`src/rtl/seg_addr_pkg.sv`:
```
package seg_addr_pkg;
   localparam int SEL_W = 3;

   typedef enum logic [1:0] {
      ACC_FETCH   = 2'd0,
      ACC_STACK   = 2'd1,
      ACC_DATA    = 2'd2,
      ACC_BASEPTR = 2'd3
   } acc_kind_e;

   localparam logic [SEL_W-1:0] SEG_CODE  = 3'd0;
   localparam logic [SEL_W-1:0] SEG_DATA  = 3'd1;
   localparam logic [SEL_W-1:0] SEG_STACK = 3'd2;
   localparam logic [SEL_W-1:0] SEG_EXTRA = 3'd3;
   localparam logic [SEL_W-1:0] SEG_AUX0  = 3'd4;
   localparam logic [SEL_W-1:0] SEG_AUX1  = 3'd5;
endpackage

```
`src/rtl/seg_regfile.sv`:
```
module seg_regfile #(
   parameter int SEG_W = 16,
   parameter int NSEG  = 6,
   parameter int SEL_W = 3
) (
   input  logic                       clk,
   input  logic                       rst_n,
   input  logic                       wr_en,
   input  logic [SEL_W-1:0]           wr_sel,
   input  logic [SEG_W-1:0]           wr_data,
   output logic [NSEG-1:0][SEG_W-1:0] seg_q
);
   initial begin
      if (NSEG > (1 << SEL_W)) $fatal(1, "seg_regfile: NSEG does not fit SEL_W");
   end

   for (genvar g = 0; g < NSEG; g++) begin : g_seg
      always_ff @(posedge clk or negedge rst_n) begin
         if (!rst_n)
            seg_q[g] <= '0;
         else if (wr_en && (wr_sel == SEL_W'(g)))
            seg_q[g] <= wr_data;
      end
   end
endmodule

```
`src/rtl/seg_select.sv`:
```
module seg_select
   import seg_addr_pkg::*;
#(
   parameter int NSEG = 6
) (
   input  logic [1:0]       acc_kind,
   input  logic             ovr_en,
   input  logic [SEL_W-1:0] ovr_sel,
   output logic [SEL_W-1:0] sel
);
   logic [SEL_W-1:0] dflt;
   logic             ovr_ok;

   always_comb begin
      unique case (acc_kind_e'(acc_kind))
         ACC_FETCH:   dflt = SEG_CODE;
         ACC_STACK:   dflt = SEG_STACK;
         ACC_DATA:    dflt = SEG_DATA;
         ACC_BASEPTR: dflt = SEG_STACK;
         default:     dflt = SEG_DATA;
      endcase
   end

   assign ovr_ok = ovr_en && (int'(ovr_sel) < NSEG);
   assign sel    = ovr_ok ? ovr_sel : dflt;
endmodule

```
`src/rtl/addr_adder.sv`:
```
module addr_adder #(
   parameter int SEG_W = 16,
   parameter int OFF_W = 16,
   parameter int SHIFT = 4,
   localparam int PA_W = SEG_W + SHIFT
) (
   input  logic [SEG_W-1:0] seg,
   input  logic [OFF_W-1:0] off,
   output logic [PA_W-1:0]  pa
);
   initial begin
      if (OFF_W > PA_W) $fatal(1, "addr_adder: offset wider than address");
   end

   logic [PA_W-1:0] base;

   if (SHIFT == 0) begin : g_noshift
      assign base = seg;
   end else begin : g_shift
      assign base = {seg, {SHIFT{1'b0}}};
   end

   assign pa = base + PA_W'(off);
endmodule

```
`src/rtl/index_stepper.sv`:
```
module index_stepper #(
   parameter int IDX_W = 16
) (
   input  logic             clk,
   input  logic             rst_n,
   input  logic             ld_en,
   input  logic [IDX_W-1:0] ld_src,
   input  logic [IDX_W-1:0] ld_dst,
   input  logic             step,
   input  logic             dir,
   input  logic [1:0]       size,
   output logic [IDX_W-1:0] src_q,
   output logic [IDX_W-1:0] dst_q
);
   initial begin
      if (IDX_W < 3) $fatal(1, "index_stepper: IDX_W too small for a step of 4");
   end

   logic [IDX_W-1:0] delta;
   logic [IDX_W-1:0] src_n, dst_n;

   always_comb begin
      unique case (size)
         2'd0:    delta = IDX_W'(1);
         2'd1:    delta = IDX_W'(2);
         default: delta = IDX_W'(4);
      endcase
      src_n = dir ? (src_q - delta) : (src_q + delta);
      dst_n = dir ? (dst_q - delta) : (dst_q + delta);
   end

   always_ff @(posedge clk or negedge rst_n) begin
      if (!rst_n) begin
         src_q <= '0;
         dst_q <= '0;
      end else if (ld_en) begin
         src_q <= ld_src;
         dst_q <= ld_dst;
      end else if (step) begin
         src_q <= src_n;
         dst_q <= dst_n;
      end
   end
endmodule

```
`src/rtl/seg_addr_gen.sv`:
```
module seg_addr_gen
   import seg_addr_pkg::*;
#(
   parameter int SEG_W = 16,
   parameter int OFF_W = 16,
   parameter int IDX_W = 16,
   parameter int SHIFT = 4,
   parameter int NSEG  = 6,
   localparam int PA_W = SEG_W + SHIFT
) (
   input  logic             clk,
   input  logic             rst_n,
   input  logic             seg_wr_en,
   input  logic [2:0]       seg_wr_sel,
   input  logic [SEG_W-1:0] seg_wr_data,
   input  logic [1:0]       acc_kind,
   input  logic             ovr_en,
   input  logic [2:0]       ovr_sel,
   input  logic [OFF_W-1:0] offset,
   input  logic             idx_wr_en,
   input  logic [IDX_W-1:0] idx_wr_src,
   input  logic [IDX_W-1:0] idx_wr_dst,
   input  logic             str_step,
   input  logic             dir_flag,
   input  logic [1:0]       elem_size,
   output logic [PA_W-1:0]  phys_addr,
   output logic [2:0]       seg_used,
   output logic [IDX_W-1:0] src_idx,
   output logic [IDX_W-1:0] dst_idx
);
   logic [NSEG-1:0][SEG_W-1:0] seg_q;
   logic [SEL_W-1:0]           sel;
   logic [SEG_W-1:0]           seg_val;

   seg_regfile #(.SEG_W(SEG_W), .NSEG(NSEG), .SEL_W(SEL_W)) u_regs (
      .clk     (clk),
      .rst_n   (rst_n),
      .wr_en   (seg_wr_en),
      .wr_sel  (seg_wr_sel),
      .wr_data (seg_wr_data),
      .seg_q   (seg_q)
   );

   seg_select #(.NSEG(NSEG)) u_sel (
      .acc_kind (acc_kind),
      .ovr_en   (ovr_en),
      .ovr_sel  (ovr_sel),
      .sel      (sel)
   );

   always_comb begin
      seg_val = '0;
      for (int i = 0; i < NSEG; i++)
         if (sel == SEL_W'(i)) seg_val = seg_q[i];
   end

   addr_adder #(.SEG_W(SEG_W), .OFF_W(OFF_W), .SHIFT(SHIFT)) u_add (
      .seg (seg_val),
      .off (offset),
      .pa  (phys_addr)
   );

   index_stepper #(.IDX_W(IDX_W)) u_idx (
      .clk    (clk),
      .rst_n  (rst_n),
      .ld_en  (idx_wr_en),
      .ld_src (idx_wr_src),
      .ld_dst (idx_wr_dst),
      .step   (str_step),
      .dir    (dir_flag),
      .size   (elem_size),
      .src_q  (src_idx),
      .dst_q  (dst_idx)
   );

   assign seg_used = sel;
endmodule

```
`config.mk`:
```
export PLATFORM = sky130hd
export DESIGN_NAME = seg_addr_gen
export DESIGN_NICKNAME = d
export VERILOG_FILES = /design/src/rtl/seg_addr_pkg.sv /design/src/rtl/seg_regfile.sv /design/src/rtl/seg_select.sv /design/src/rtl/addr_adder.sv /design/src/rtl/index_stepper.sv /design/src/rtl/seg_addr_gen.sv
export SDC_FILE = /design/constraint.sdc
export NUM_CORES = 1
export LEC_CHECK = 0
export BUFFER_PORTS_ARGS = -buffer_cell sky130_fd_sc_hd__buf_2
export CORE_AREA = 2 2 152 154
export CTS_BUF_LIST = sky130_fd_sc_hd__clkbuf_16
export CTS_CLUSTER_DIAMETER = 40
export DETAILED_ROUTE_END_ITERATION = 8
export DIE_AREA = 0 0 154 156
export SLEW_MARGIN = 0
export SYNTH_ARGS = -nofsm -noshare
export SYNTH_HDL_FRONTEND = slang
export SYNTH_SLANG_ARGS = --single-unit
```
`constraint.sdc`:
```
create_clock -name clk -period 6.7 [get_ports clk]
set_input_delay 1.34 -clock clk [delete_from_list [all_inputs] [get_ports clk]]
set_output_delay 1.34 -clock clk [all_outputs]
set_load 0.01 [all_outputs]
```
==> run summary <==
Setup Total Neg Slack - 0 ps
maximum vdd drop - 0.123 mV
Place WS - 402 ps
Worst setup EP type - primary output
R2R cell count - 11
DIE AREA - 24000 µm²
initial antenna violation count - 1
RSZ-0062 raised after global routing - no
hold depth - 1
TritonCTS clock tree - built
Synthesized Nets - 848
Synth async-reset ratio - 100%
Clock Pin Slew Worst Setup and Hold Paths - 60 ps
Mapped Cells - 720
fin crit share - 94.0%
FF-to-FF End - u_idx.src_q[14]$_DFFE_PN0P_
post-synthesis register bit count - 128
die width - 154 µm
status - finished clean
max cap viols - 0
Gates resized, CTS repair - 0
vias per std cell - 5.25
Core Rows - 55
CP Class - in2out
crit-path max cell delay - 550 ps
setup bufs post-CTS - 0
drt wl/cell - 17.6 µm
most used flip-flop cell after synthesis - dfrtp_1
Pwr Density - 317 nW/µm²
initial detailed-routing violation count - 287
warnings from Yosys - 0
layout cells sized above 1 - 32.9%
pin count of the biggest net entering global routing - 66
Final Cell Area - 9330 µm²
CP Max Fanout - 9
vias in the first global route - 6045
drt pass-1 iters - 5
Starting Density - 34.7%
core area - 22400 µm²
detailed placer's ending HPWL - 14400 µm
Hold Path Class - reg2reg
Worst-Skew Late Latency - 420 ps
sequential share of the synthesized area - 41.3%
Area growth syn-to-layout - 20.4%
leakage - 4.28 nW
Max stage delay cell, worst path - mux2i_4
die extent in y - 156 µm
dpl cell area - 8710 µm²
Slew HR - 23.2%
Total Power - 2.96 mW
Nets - 975
Post-synth EDFFs - 0
cts hold-fix bufs - 0
Synth Cell Area - 7750 µm²
R2R Path Start - u_idx.src_q[0]$_DFFE_PN0P_
clk buf depth - 2
Worst Max-Slew Pin Slew - 1150 ps
hold path start - u_regs.seg_q[88]$_DFFE_PN0P_
pins over their slew limit - 0
Req. time, crit path - 5360 ps
TritonCTS buffer count - 17
first-pass GRT wire length - 32700 µm
WP data arrival - 4960 ps
Tot GR Track Use - 17.4%
RD Place Congestion - 0.830
Antenna Nets Post-Route - 0
I/O pin count - 136
TritonCTS Sinks - 128
worst setup margin - 400 ps
CTS root buf - clkbuf_16
crit path cell chain - buf_2 > a21boi_2 > mux2i_4 > mux2i_1 > o21ai_1 > a222oi_1 > a21oi_1 > ha_1 > a2111oi_0 > o211ai_1 > nand3_1 > nand2_1 > nor2_1 > nor2_1 > xor2_1 > buf_2
R2R setup slack - 4020 ps
H-tree depth - 4
CP startpoint kind - input port
Mapped Avg Cell Area - 10.8 µm²
DRC viols - 0
Max Fclk - 0.159 GHz
total grt overflow - 0
Hold EP - u_regs.seg_q[88]$_DFFE_PN0P_
synth unique cells - 59
PortBufs - 127
final setup fails - 0
fin crit period - 6300 ps
Clock Skews - 6.76 ps
Fin. Hold Viols - 0
Via Count - 6016
drt total wl - 20200 µm
[stage by stage]
stage | utilization, % | hold slack [ps] | instances
2_1_floorplan | - | 470 | 720
3_3_place_gp | 38.9 | 480 | 1113
3_5_place_dp | 38.9 | 486 | 1113
4_1_cts | 41.7 | 504 | 1145
5_1_grt | 41.7 | 518 | 1146
6_report | 41.7 | 504 | 1146
[worst max path at each step]
stage	startpoint	to	slack [ps]	depth (start not counted)
finish	ovr_en	phys_addr[17]	400	16
global route	ovr_en	phys_addr[17]	130	16
CTS	ovr_en	phys_addr[17]	390	16
detailed placement	ovr_en	phys_addr[17]	400	16
global placement	ovr_en	phys_addr[17]	550	16
floorplan	ovr_en	phys_addr[18]	930	15
[cell usage after synthesis, drive strengths merged, types with 7 or more instances]
cell type,number,area (µm²)
a22oi,10,80.1
nand2b,20,125
buf,12,68.8
xor2,12,105
o21a,21,158
mux2i,30,313
nor2,20,75.1
inv,23,86.3
dfrtp,128,3200
nor3,8,50.1
a211oi,9,67.6
nor2b,14,87.6
xnor2,26,228
a21oi,32,164
clkbuf,21,78.8
mux2,99,1110
a31oi,7,43.8
ha,44,551
nand2,41,154
a222oi,15,150
o21ai,61,309
[routing by layer]
layer  vias to the layer above  GRT usage, %  wire length, µm
met3                        21          2.97              759
li1                       2907             -                -
met4                         0          6.14              455
met5                         -             0                0
met1                      2962          24.5             9940
met2                       126          26.9             9030
[registers in the layout (all words and copies together) (netlist names)]
name	cells
u_regs.seg_q	96
u_idx.dst_q	16
u_idx.src_q	16
[layout by cell type, fill, tap and decap left out, types with 3 or more instances in the layout]
cell type and instances:
and2_1 5, inv_6 6, clkinv_4 3, clkbuf_16 17, mux2_2 98, nand3b_1 4
o21bai_1 4, a31oi_1 7, xor2_1 12, a211oi_1 9, nor2_1 20, bufinv_16 3
nor3_1 6, dfrtp_1 128, fa_1 3, o31a_1 3, and3_1 6, ha_1 44
a22oi_1 9, a21oi_1 31, xnor2_1 26, o211ai_1 5, o21a_1 21, nor2b_1 14
a21o_1 6, buf_4 15, o21ai_0 37, inv_1 23, a222oi_1 15, nand2b_1 20
o21ai_1 23, mux2i_1 29, buf_2 126, nand3_1 6, or3_1 3, nand2_1 41
[logic make-up (layout without fill, tap and decap cells)]
kind of cell             Yosys count  count (layout)  synth area share (%)
AO/OA/AOI/OAI                    188             188                  16.1
XOR/XNOR                          38              38                  4.29
multiplexers                     129             129                  18.4
other                              0               1                     0
AND/OR/NAND/NOR                  134             134                  8.99
buffers and inverters             56             196                  3.02
flip-flops                       128             128                  41.3
adder cells (fa/ha/maj)           47              47                  7.88
[power breakdown]
group          switching [mW]  total [mW]  leakage, nW  internal, mW
combinational           0.484       0.938         2.43         0.454
sequential             0.0941        1.03         1.53         0.935
clock                   0.391       0.990        0.307         0.599
[area by class of cell]
type                    count  area (µm²)
diodes                      1        2.50
clock buffers              17         425
clock inverters            15         196
fillers                  2165       13000
inverters                  23        86.3
multi-input cells         536        4320
flip-flops and latches    128        3200
well taps                 285         357
repair buffers            141         743
[critical path, delay by kind of cell]
kind	cells	cell delay, ps
AND/OR/NAND/NOR	4	610
adder cells (fa/ha/maj)	1	310
XOR/XNOR	1	150
buffers and inverters	2	270
multiplexers	2	800
AO/OA/AOI/OAI	6	1480
No activity file was read; power rests on OpenSTA's default activity.
